File: src/rtl/nfc_deframer_pkg.sv
package nfc_deframer_pkg;

    localparam logic [15:0] SYNC_WORD = 16'hB24D;
    localparam logic [15:0] CRC_POLY  = 16'h1021;
    localparam int          FL_W      = 9;

    typedef enum logic [1:0] {AL_IDLE, AL_HUNT, AL_LOCK} al_phase_e;
    typedef enum logic [1:0] {FC_LEN, FC_BODY, FC_DONE} fc_phase_e;

    // One byte of CRC-16, most significant data bit first.
    function automatic logic [15:0] crc_step(input logic [15:0] c, input logic [7:0] d);
        logic [15:0] r;
        r = c;
        for (int i = 7; i >= 0; i--) begin
            if (r[15] ^ d[i]) r = {r[14:0], 1'b0} ^ CRC_POLY;
            else              r = {r[14:0], 1'b0};
        end
        return r;
    endfunction

endpackage

File: src/rtl/nfc_bit_aligner.sv
module nfc_bit_aligner
    import nfc_deframer_pkg::*;
(
    input  logic       clk,
    input  logic       rst_n,
    input  logic       clr,
    input  logic       hold,
    input  logic       in_valid,
    input  logic [7:0] in_byte,
    output logic       locked,
    output logic       ob_valid,
    output logic [7:0] ob_data
);
    typedef struct packed {
        al_phase_e   ph;
        logic [15:0] sr;
        logic [7:0]  acc;
        logic [2:0]  cnt;
    } al_state_t;

    localparam al_state_t AL_RST = '{ph: AL_IDLE, sr: '0, acc: '0, cnt: '0};

    al_state_t st_q, st_d;
    logic      got;

    always_comb begin
        st_d     = st_q;
        ob_valid = 1'b0;
        ob_data  = 8'h00;
        got      = (st_q.ph == AL_LOCK);
        if (clr) begin
            st_d = AL_RST;
        end else if (in_valid && !hold) begin
            if (st_q.ph == AL_IDLE) begin
                // a fresh attempt loads all eight bits, no match possible yet
                if (in_byte != 8'h00) begin
                    st_d.ph = AL_HUNT;
                    st_d.sr = '0;
                    for (int i = 0; i < 8; i++) st_d.sr = {st_d.sr[14:0], in_byte[i]};
                end
            end else if (st_q.ph == AL_HUNT && in_byte == 8'h00) begin
                st_d.ph = AL_IDLE;
                st_d.sr = '0;
            end else begin
                // bit slice: hunt until match, then gather the remaining bits
                for (int i = 0; i < 8; i++) begin
                    if (got) begin
                        st_d.acc = {st_d.acc[6:0], in_byte[i]};
                        if (st_d.cnt == 3'd7) begin
                            ob_valid = 1'b1;
                            ob_data  = st_d.acc;
                        end
                        st_d.cnt = st_d.cnt + 3'd1;
                    end else begin
                        st_d.sr = {st_d.sr[14:0], in_byte[i]};
                        if (st_d.sr == SYNC_WORD) begin
                            got      = 1'b1;
                            st_d.cnt = 3'd0;
                        end
                    end
                end
                if (got) st_d.ph = AL_LOCK;
            end
        end
    end

    always_ff @(posedge clk or negedge rst_n) begin
        if (!rst_n) st_q <= AL_RST;
        else        st_q <= st_d;
    end

    assign locked = (st_q.ph == AL_LOCK);

endmodule

File: src/rtl/nfc_frame_ctrl.sv
module nfc_frame_ctrl
    import nfc_deframer_pkg::*;
#(
    parameter int MAX_LEN = 260,
    parameter int AW      = 9
) (
    input  logic            clk,
    input  logic            rst_n,
    input  logic            clr,
    input  logic            ob_valid,
    input  logic [7:0]      ob_data,
    output logic            done,
    output logic            crc_ok,
    output logic [FL_W-1:0] frame_len,
    output logic            wr_en,
    output logic [AW-1:0]   wr_addr,
    output logic [7:0]      wr_data
);
    localparam logic [FL_W-1:0] CAP = FL_W'(MAX_LEN);

    typedef struct packed {
        fc_phase_e       ph;
        logic [8:0]      rem;
        logic [AW-1:0]   wptr;
        logic [15:0]     crc;
        logic [FL_W-1:0] flen;
        logic            ok;
    } fc_state_t;

    localparam fc_state_t FC_RST = '{ph: FC_LEN, rem: '0, wptr: AW'(2), crc: '0, flen: '0, ok: 1'b0};

    fc_state_t   st_q, st_d;
    logic [15:0] crc_n;

    always_comb begin
        st_d    = st_q;
        wr_en   = 1'b0;
        wr_addr = st_q.wptr;
        wr_data = ob_data;
        crc_n   = crc_step(st_q.crc, ob_data);
        if (clr) begin
            st_d = FC_RST;
        end else if (ob_valid && st_q.ph != FC_DONE) begin
            wr_en     = 1'b1;
            st_d.crc  = crc_n;
            st_d.wptr = st_q.wptr + AW'(1);
            if (st_q.ph == FC_LEN) begin
                st_d.flen = {1'b0, ob_data} + 9'd4;
                if (ob_data == 8'h00 || ({1'b0, ob_data} + 9'd4) > CAP) begin
                    st_d.ph = FC_DONE;
                    st_d.ok = 1'b0;
                end else begin
                    st_d.rem = {1'b0, ob_data} + 9'd1;
                    st_d.ph  = FC_BODY;
                end
            end else begin
                st_d.rem = st_q.rem - 9'd1;
                if (st_q.rem == 9'd1) begin
                    st_d.ph = FC_DONE;
                    st_d.ok = (crc_n == 16'h0000);
                end
            end
        end
    end

    always_ff @(posedge clk or negedge rst_n) begin
        if (!rst_n) st_q <= FC_RST;
        else        st_q <= st_d;
    end

    assign done      = (st_q.ph == FC_DONE);
    assign crc_ok    = st_q.ok;
    assign frame_len = st_q.flen;

endmodule

File: src/rtl/nfc_frame_buf.sv
module nfc_frame_buf #(
    parameter int DEPTH = 260,
    parameter int AW    = 9
) (
    input  logic          clk,
    input  logic          wr_en,
    input  logic [AW-1:0] wr_addr,
    input  logic [7:0]    wr_data,
    input  logic [AW-1:0] rd_addr,
    output logic [7:0]    rd_data
);
    logic [7:0] mem [DEPTH];

    always_ff @(posedge clk) begin
        if (wr_en) mem[wr_addr] <= wr_data;
    end

    // sync bytes are constant and never stored
    always_comb begin
        if (rd_addr == AW'(0))          rd_data = 8'hB2;
        else if (rd_addr == AW'(1))     rd_data = 8'h4D;
        else if (int'(rd_addr) < DEPTH) rd_data = mem[rd_addr];
        else                            rd_data = 8'h00;
    end

endmodule

File: src/rtl/nfc_reply_timer.sv
module nfc_reply_timer #(
    parameter int TO_W = 16
) (
    input  logic            clk,
    input  logic            rst_n,
    input  logic            clr,
    input  logic            in_valid,
    input  logic            locked,
    input  logic [TO_W-1:0] to_limit,
    output logic            timeout
);
    typedef struct packed {
        logic [TO_W-1:0] cnt;
        logic            fired;
    } to_state_t;

    to_state_t       st_q, st_d;
    logic [TO_W-1:0] cnt_inc;

    always_comb begin
        st_d    = st_q;
        cnt_inc = (st_q.cnt == '1) ? st_q.cnt : st_q.cnt + TO_W'(1);
        if (clr) begin
            st_d = '0;
        end else if (in_valid) begin
            st_d.cnt = cnt_inc;
            if (!locked && cnt_inc > to_limit) st_d.fired = 1'b1;
        end
    end

    always_ff @(posedge clk or negedge rst_n) begin
        if (!rst_n) st_q <= '0;
        else        st_q <= st_d;
    end

    assign timeout = st_q.fired;

endmodule

File: src/rtl/nfc_deframer.sv
module nfc_deframer
    import nfc_deframer_pkg::*;
#(
    parameter  int MAX_LEN = 260,
    parameter  int TO_W    = 16,
    localparam int AW      = $clog2(MAX_LEN)
) (
    input  logic            clk,
    input  logic            rst_n,
    input  logic            clr,
    input  logic            in_valid,
    input  logic [7:0]      in_byte,
    input  logic [TO_W-1:0] to_limit,
    input  logic [AW-1:0]   rd_addr,
    output logic [7:0]      rd_data,
    output logic            frame_done,
    output logic            crc_ok,
    output logic [8:0]      frame_len,
    output logic            timeout
);
    logic          locked;
    logic          ob_valid;
    logic [7:0]    ob_data;
    logic          wr_en;
    logic [AW-1:0] wr_addr;
    logic [7:0]    wr_data;

    nfc_bit_aligner u_align (
        .clk      (clk),
        .rst_n    (rst_n),
        .clr      (clr),
        .hold     (frame_done),
        .in_valid (in_valid),
        .in_byte  (in_byte),
        .locked   (locked),
        .ob_valid (ob_valid),
        .ob_data  (ob_data)
    );

    nfc_frame_ctrl #(.MAX_LEN(MAX_LEN), .AW(AW)) u_ctrl (
        .clk       (clk),
        .rst_n     (rst_n),
        .clr       (clr),
        .ob_valid  (ob_valid),
        .ob_data   (ob_data),
        .done      (frame_done),
        .crc_ok    (crc_ok),
        .frame_len (frame_len),
        .wr_en     (wr_en),
        .wr_addr   (wr_addr),
        .wr_data   (wr_data)
    );

    nfc_frame_buf #(.DEPTH(MAX_LEN), .AW(AW)) u_buf (
        .clk     (clk),
        .wr_en   (wr_en),
        .wr_addr (wr_addr),
        .wr_data (wr_data),
        .rd_addr (rd_addr),
        .rd_data (rd_data)
    );

    nfc_reply_timer #(.TO_W(TO_W)) u_timer (
        .clk      (clk),
        .rst_n    (rst_n),
        .clr      (clr),
        .in_valid (in_valid),
        .locked   (locked),
        .to_limit (to_limit),
        .timeout  (timeout)
    );

endmodule

File: config.mk
export PLATFORM = sky130hd
export DESIGN_NAME = nfc_deframer
export DESIGN_NICKNAME = d
export VERILOG_FILES = /design/src/rtl/nfc_deframer_pkg.sv /design/src/rtl/nfc_bit_aligner.sv /design/src/rtl/nfc_frame_ctrl.sv /design/src/rtl/nfc_frame_buf.sv /design/src/rtl/nfc_reply_timer.sv /design/src/rtl/nfc_deframer.sv
export SDC_FILE = /design/constraint.sdc
export NUM_CORES = 2
export LEC_CHECK = 0
export ABC_CLOCK_PERIOD_IN_PS = 25900
export BUFFER_PORTS_ARGS = -buffer_cell sky130_fd_sc_hd__buf_2
export CORE_ASPECT_RATIO = 2
export CORE_UTILIZATION = 65
export CTS_BUF_LIST = sky130_fd_sc_hd__clkbuf_4 sky130_fd_sc_hd__clkbuf_8
export CTS_CLUSTER_DIAMETER = 50
export DETAILED_ROUTE_END_ITERATION = 7
export PLACE_DENSITY = 0.81
export SLEW_MARGIN = 15
export SYNTH_ARGS = -nofsm -noshare
export SYNTH_HDL_FRONTEND = slang
export SYNTH_SLANG_ARGS = --single-unit
File: constraint.sdc
create_clock -name clk -period 25.9 [get_ports clk]
set_input_delay 5.18 -clock clk [delete_from_list [all_inputs] [get_ports clk]]
set_output_delay 5.18 -clock clk [all_outputs]
set_load 0.02 [all_outputs]
# Yosys cells after proc, flatten, opt, wreduce, memory -nomap -nowiden
# Memory sizes are Yosys's and may differ from the RTL's.
# Cells that the tools add are included.
# Widths: inputs -> output; s select.
op_classes:
  n_addsub: 13
  n_lt_le_gt_ge: 3
  n_eq_ne: 28
  n_mux: 233
  bitwise: 16
  reduce_logical: 29
op_table:
  columns: ["operator", "n"]
  rows:
  - ["$mux 16", 37]
  - ["$mux 8", 47]
  - ["$eq 16x16->1 const B", 9]
  - ["$mux 3", 44]
  - ["$mux 13", 8]
  - ["$mux 46", 2]
  - ["$mux 1", 80]
  - ["$mux 29", 2]
  - ["$mux 18", 3]
  - ["$mux 17", 2]
  - ["$mux 11", 3]
  - ["$add 3x1->3 const B", 8]
  - ["$eq 3x3->1 const B", 8]
  - ["$not 3->3", 8]
  - ["$eq 9x1->1 const B", 2]
  - ["$mux 9", 2]
  - ["$add 16x1->16 const B", 1]
  - ["$gt 16x16->1", 1]
  - ["$logic_not 16->1", 1]
  - ["$logic_not 8->1", 2]
  - ["$reduce_and 2->1", 5]
  - ["$reduce_bool 2->1", 5]
  - ["$add 8x1->9 const B", 1]
  - ["$add 8x3->9 const B", 1]
  - ["other kinds (19)", 40]
totals:
  regBits: 90
  mem_bits_rw: 2080
  output_inout_bits: 20
  elab_cells: 335
  n_memories: 1
memory_table:
  columns: ["name", "words", "word_bits", "read_ports", "rd_clocked_by_memory_dff", "wr", "line", "source"]
  rows:
  - ["u_buf.mem", 260, 8, 1, 0, 1, "nfc_frame_buf.sv:12", "logic [7:0] mem [DEPTH];"]

# Logic depth before layout (Yosys ltp)
depth:
  depth_word: 71
  mapped_depth: 37
  ltp_nobuf: 31

# Modules after synthesis
# A second synthesis with hierarchy kept.
unflattened:
  hier_cells: 5031
  area_unflattened_um2: 90461.8
by_module_without_submodules:
  columns: ["module", "instances", "cells_each", "area_each_um2"]
  rows:
  - ["nfc_frame_buf", 1, 3760, 80936.4]
  - ["nfc_bit_aligner", 1, 722, 4869.7]
  - ["nfc_frame_ctrl", 1, 341, 2960.3]
  - ["nfc_reply_timer", 1, 208, 1695.4]

# Least setup slack after synthesis
# No wires, ideal clock.
synth_timing:
  path_kind: "input to register"
  startpoint: "input in_byte[0]"
  endpoint: "register u_ctrl.st_q[42] (netlist bit)"
  setup_ns: 0.122
  t_arrival_ns: 19.375
  t_required_ns: 25.778
  path_slack_ns: 6.404
  cell_stages: 33
  path_buffers: 4
  cell_sequence: "and4b_1 -> and4_1 -> buf_2 -> nor2_2 -> clkbuf_1 -> nand2_1 -> o21ai_0 -> ha_1 -> mux2_2 -> ha_1 -> a22o_1 -> ha_1 -> nand2_1 -> nand2_1 -> ha_1 -> a22o_1 -> ha_1 -> a22o_1 -> ha_1 -> ha_1 -> a22o_1 -> ha_1 -> clkbuf_1 -> nand2_1 -> o22ai_1 -> inv_1 -> ha_1 -> o21ai_0 -> nand4_1 -> a31oi_2 -> buf_6 -> nand2_1 -> a32o_1"
synth_between:
  elab_chain_len: 55
  elab_cells_between_ends: 214
  classes_between: "8 x add/sub; 1 x order compare; 15 x eq/ne; 183 x mux; 7 x reduce/logical"
synth_rtl:
  columns: ["item", "line", "source"]
  rows:
  - ["start: declaration", "nfc_deframer.sv:12", "input logic [7:0] in_byte,"]
  - ["$eq 16x16->1", "nfc_bit_aligner.sv:56", "if (st_d.sr == SYNC_WORD) begin"]
  - ["$mux 3 or $mux 1 (tied branches)", "nfc_bit_aligner.sv:56", null]
  - ["$mux 3 or $mux 1 (tied branches)", "nfc_bit_aligner.sv:47", "if (got) begin"]
  - ["$mux 3 or $mux 1 (tied branches)", "nfc_bit_aligner.sv:41", "end else if (st_q.ph == AL_HUNT && in_byte == 8'h00) begin"]
  - ["$mux 3 or $mux 1 (tied branches)", "nfc_bit_aligner.sv:34", "if (st_q.ph == AL_IDLE) begin"]
  - ["$mux 3 or $mux 1 (tied branches)", "nfc_bit_aligner.sv:33", "end else if (in_valid && !hold) begin"]
  - ["$mux 3 or $mux 1 (tied branches)", "nfc_bit_aligner.sv:31", "if (clr) begin"]
  - ["$add 3x1->3, or another cell as far along", "nfc_bit_aligner.sv:53", "st_d.cnt = st_d.cnt + 3'd1;"]
  - ["[... 40 more ...]", null, null]
  - ["$mux 8 *", "nfc_bit_aligner.sv:33", null]
  - ["$mux 8 *", "nfc_bit_aligner.sv:31", null]
  - ["net ob_data[3]", "nfc_deframer.sv:23", "logic [7:0] ob_data;"]
  - ["$add 8x3->9 or $add 8x1->9 (tied branches)", "nfc_frame_ctrl.sv:49, nfc_frame_ctrl.sv:53", null]
  - ["$gt 9x9->1 or $mux 9 (tied branches)", "nfc_frame_ctrl.sv:49", "if (ob_data == 8'h00 || ({1'b0, ob_data} + 9'd4) > CAP) begin"]
  - ["$logic_or 1x1->1 or $mux 11 (tied branches)", "nfc_frame_ctrl.sv:49, nfc_frame_ctrl.sv:47", null]
  - ["$ne 3x3->1 (no source line) or $mux 46 (tied branches)", null, null]
  - ["$reduce_and 2->1 (no source line) or $mux 46 (tied branches)", null, null]
  - ["end signal: assignment", "nfc_frame_ctrl.sv:68", "else st_q <= st_d;"]
  - ["end: declaration", "nfc_frame_ctrl.sv:32", "fc_state_t st_q, st_d;"]
# Mark *: on every way through the listed nets, which the timed path passes. The rest lies on a longest branch. The select of a mux whose other input is x is not followed.
# A chain may end at the register's enable or synchronous reset.

# Worst setup path after layout
layout_timing:
  startpoint: "input rd_addr[0]"
  endpoint: "output rd_data[0]"
layout_between:
  elab_chain_len: 4
  elab_cells_between_ends: 7
  classes_between: "1 x order compare; 1 x eq/ne; 3 x mux; 1 x reduce/logical; 1 x memory"
layout_rtl:
  columns: ["item", "line", "source"]
  rows:
  - ["start: declaration", "nfc_deframer.sv:14", "input logic [AW-1:0] rd_addr,"]
  - ["$mem_v2 260x8 or $lt 9x9->1 (tied branches)", null, null]
  - ["$mux 8", "nfc_frame_buf.sv:22", "else if (int'(rd_addr) < DEPTH) rd_data = mem[rd_addr];"]
  - ["$mux 8", "nfc_frame_buf.sv:21", "else if (rd_addr == AW'(1)) rd_data = 8'h4D;"]
  - ["$mux 8 *", "nfc_frame_buf.sv:20", "if (rd_addr == AW'(0)) rd_data = 8'hB2;"]
  - ["end: declaration", "nfc_deframer.sv:15", "output logic [7:0] rd_data,"]
# Every way passes the cells marked *; elsewhere a longest branch is shown, timed or not.

==> impl_metrics.env <==
export IMPL_viasPerCell=7.22
export IMPL_place_area_mm2=0.0915
export IMPL_cts_resized=0
export IMPL_critPathArrivalTime_ns=11.00
export IMPL_slew_headroom_pct=12.1
export IMPL_area_delta_synth_final_pct=8.52
export IMPL_antenna_found_initial=10
export IMPL_detail_route_wl_per_cell_um=36.2
export IMPL_finalMaxSlewViolations=0
export IMPL_synth_async_reset_ratio_pct=4.15
export IMPL_mostFrequentLayoutCell="edfxtp_1"
export IMPL_syn_inst=4562
export IMPL_die_w_um=264
export IMPL_post_route_drc_count=0
export IMPL_endpoint_kind="output port"
export IMPL_cts_buffers=290
export IMPL_grt_usage_pct=35.3
export IMPL_whs_path_depth=2
export IMPL_hold_start="u_ctrl.frame_len[0]"
export IMPL_start_kind="input port"
export IMPL_detailed_place_hpwl_um=146000
export IMPL_synth_edf_count=2080
export IMPL_grt_pass1_wl_um=343000
export IMPL_tightest_slew_ns=1.32
export IMPL_grt_start_max_net_pins=259
export IMPL_core_area_mm2=0.137
export IMPL_cellPowerDensity_mw_per_mm2=66.9
export IMPL_drtAntennaViolNets=0
export IMPL_routed_wl_um=241000
export IMPL_syn_area_per_cell_um2=19.6
export IMPL_crit_fanout=64
export IMPL_io_buffers=56
export IMPL_cts_hold_buf=0
export IMPL_hold_path_class="flip-flop to flip-flop"
export IMPL_tritoncts="built"
export IMPL_p_leak_uw=0.0251
export IMPL_ir_drop_uv=48.9
export IMPL_drive_above_1_share_pct=27.3
export IMPL_cts_clk_slew_worst_paths_ns=0.07
export IMPL_post_cts_buffers=0
export IMPL_initial_core_util_pct=65.4
export IMPL_synth_area_mm2=0.0894
export IMPL_min_to="u_ctrl.frame_len[0]"
export IMPL_cts_htree_levels=5
export IMPL_yosysWarnings=0
export IMPL_finalCritPeriodShare_pct=62.5
export IMPL_final_area_mm2=0.0971
export IMPL_cts_root_buf="clkbuf_8"
export IMPL_place_gp_congestion=1.08
export IMPL_cts_sinks=2170
export IMPL_grt_remaining_overflow=0
export IMPL_max_freq_mhz=61.8
export IMPL_final_cell_mix="edfxtp_1 (2,080), mux4_2 (677), nor2_1 (368)"
export IMPL_synth_nets=4642
export IMPL_chipHeight_um=527
export IMPL_ys_seq_area_share_pct=72.4
export IMPL_finalSetupTns_ns=0
export IMPL_synth_seq_cells=2170
export IMPL_grt_pass1_vias=49472
export IMPL_whs_ns=0.496
export IMPL_critical_path_class="input port to output port"
export IMPL_r2r_start="u_align.st_q[27]"
export IMPL_die_area_mm2=0.139
export IMPL_r2r_setup_slack_ns=14.80
export IMPL_finalSetupViolCount=0
export IMPL_ys_flop_type="edfxtp_1"
export IMPL_rr_endpoint="u_ctrl.crc_ok"
export IMPL_finalHoldViolCount=0
export IMPL_fin_skew_ns=0.0787
export IMPL_worstSkewPairLatency_ns=0.91
export IMPL_rsz0062_at_grt="false"
export IMPL_drt_iter0_markers=6067
export IMPL_worstPathRequired_ns=20.72
export IMPL_min_period_ns=16.18
export IMPL_nNetsFinal=4775
export IMPL_netlist_cell_type_count=106
export IMPL_status="finished, final reports clean"
export IMPL_cap_violations=0
export IMPL_reg2reg_depth=25
export IMPL_num_io_pins=57
export IMPL_num_vias=48046
export IMPL_rows=192
export IMPL_clock_path_buffers=4
export IMPL_dr_pass1_iters=8
-- metal layers --
layer / part of all wire [%] / vias to the layer above / track usage [%] / routed length, µm
met2: 52 / 3614 / 61.5 / 126000
met4: 8.5 / 8 / 25.3 / 20500
li1: - / 19051 / - / -
met1: 30 / 24432 / 38.9 / 72100
met5: 0.022 / - / 0 / 54
met3: 9.2 / 941 / 6.28 / 22100
-- kinds of logic (layout without fill, tap and decap cells) --
family,Yosys count,after routing,synth area share (%)
flip-flops,2170,2170,72.4
adder cells (fa/ha/maj),43,43,0.602
buffers and inverters,348,686,1.59
AND/OR/NAND/NOR,816,816,4.21
other,0,4,0
multiplexers,726,726,17.6
AO/OA/AOI/OAI,401,401,3.01
XOR/XNOR,58,58,0.609
-- layout make-up --
| type | instances | area, µm² |
|---|---|---|
| Antenna cell | 4 | 10.0 |
| Tap cell | 1746 | 2180 |
| Clock inverter | 124 | 875 |
| Sequential cell | 2170 | 64700 |
| Timing Repair Buffer | 144 | 992 |
| Clock buffer | 373 | 4690 |
| Fill cell | 7558 | 39600 |
| Multi-Input combinational cell | 2044 | 23400 |
| Inverter | 45 | 199 |
-- where the power goes --
group,internal [µW],switching [µW],leakage [µW]
logic,57.9,97.0,0.00656
registers,3790,3.83,0.0156
clock network,1300,1250,0.00293
total,5140,1350,0.0251
-- state kept, by name (all words and copies together), names as in the netlist --
| register | cells |
|---|---|
| u_align.st_q | 27 |
| u_timer.timeout | 1 |
| u_ctrl.crc_ok | 1 |
| u_ctrl.wr_addr | 9 |
| u_ctrl.frame_len | 9 |
| u_buf.mem | 2080 |
| u_timer.st_q | 16 |
| u_ctrl.st_q | 27 |
-- synthesized netlist by cell type, types with 7 or more instances --
| library cell | count | share of area [%] |
|---|---|---|
| nand3_1 | 73 | 0.41 |
| o211ai_1 | 15 | 0.13 |
| nand2_1 | 170 | 0.71 |
| and2_1 | 9 | 0.063 |
| nand2b_1 | 15 | 0.10 |
| a221oi_1 | 8 | 0.078 |
| nand3b_1 | 8 | 0.067 |
| nor2b_1 | 14 | 0.098 |
| buf_1 | 61 | 0.26 |
| a21oi_1 | 96 | 0.54 |
| o22ai_1 | 20 | 0.14 |
| a22oi_1 | 8 | 0.067 |
| clkbuf_1 | 206 | 0.86 |
| mux2i_1 | 32 | 0.36 |
| mux4_2 | 677 | 17 |
| a22o_1 | 8 | 0.078 |
| buf_4 | 13 | 0.11 |
| a221o_1 | 7 | 0.078 |
| ha_1 | 43 | 0.60 |
| nand4_1 | 27 | 0.19 |
| nor3b_1 | 9 | 0.076 |
| or3_1 | 14 | 0.098 |
| and3_1 | 13 | 0.091 |
| inv_1 | 41 | 0.17 |
| o21ai_0 | 102 | 0.57 |
| xor2_1 | 29 | 0.28 |
| edfxtp_1 | 2080 | 70 |
| mux2_2 | 16 | 0.20 |
| a211oi_1 | 13 | 0.11 |
| a21o_1 | 15 | 0.13 |
| nor3_1 | 38 | 0.21 |
| dfrtp_1 | 89 | 2.5 |
| xnor2_1 | 26 | 0.25 |
| nor4_1 | 12 | 0.084 |
| nor2_1 | 369 | 1.5 |
| buf_2 | 17 | 0.095 |
| a31oi_1 | 20 | 0.14 |
| a32o_1 | 12 | 0.13 |
-- how the worst max path moves through the flow --
| stage | start | to | slack (ns) | cells past startpoint |
|---|---|---|---|---|
| 6_report | rd_addr[0] | rd_data[0] | 9.72 | 11 |
| 5_1_grt | rd_addr[0] | rd_data[0] | 9.29 | 11 |
| 4_1_cts | rd_addr[0] | rd_data[6] | 9.58 | 11 |
| 3_5_place_dp | rd_addr[0] | rd_data[6] | 9.59 | 11 |
| 3_3_place_gp | rd_addr[0] | rd_data[0] | 9.60 | 11 |
| 2_1_floorplan | in_byte[0] | u_ctrl.st_q[42] | 6.40 | 33 |
-- stage by stage --
stage                     setup slack (ns)  util (%)  cells  total power (µW)
final                                 9.72      71.0   6650              6490
after global placement                9.60      66.9   6148              4020
after CTS                             9.58      71.0   6646              6500
after global routing                  9.29      71.0   6647              6640
after detailed placement              9.59      66.9   6149              4020
after floorplan                       6.40         -   4562              3980
-- worst max-delay path, stage by stage --
cell	delay [ns]
buf_8	0.51
buf_4	0.78
buf_4	0.83
buf_4	0.84
mux4_2	0.60
mux4_2	0.54
mux4_2	0.63
mux2_2	0.37
a21oi_1	0.23
o22ai_1	0.11
buf_2	0.19
No activity file was read; power rests on OpenSTA's default activity.
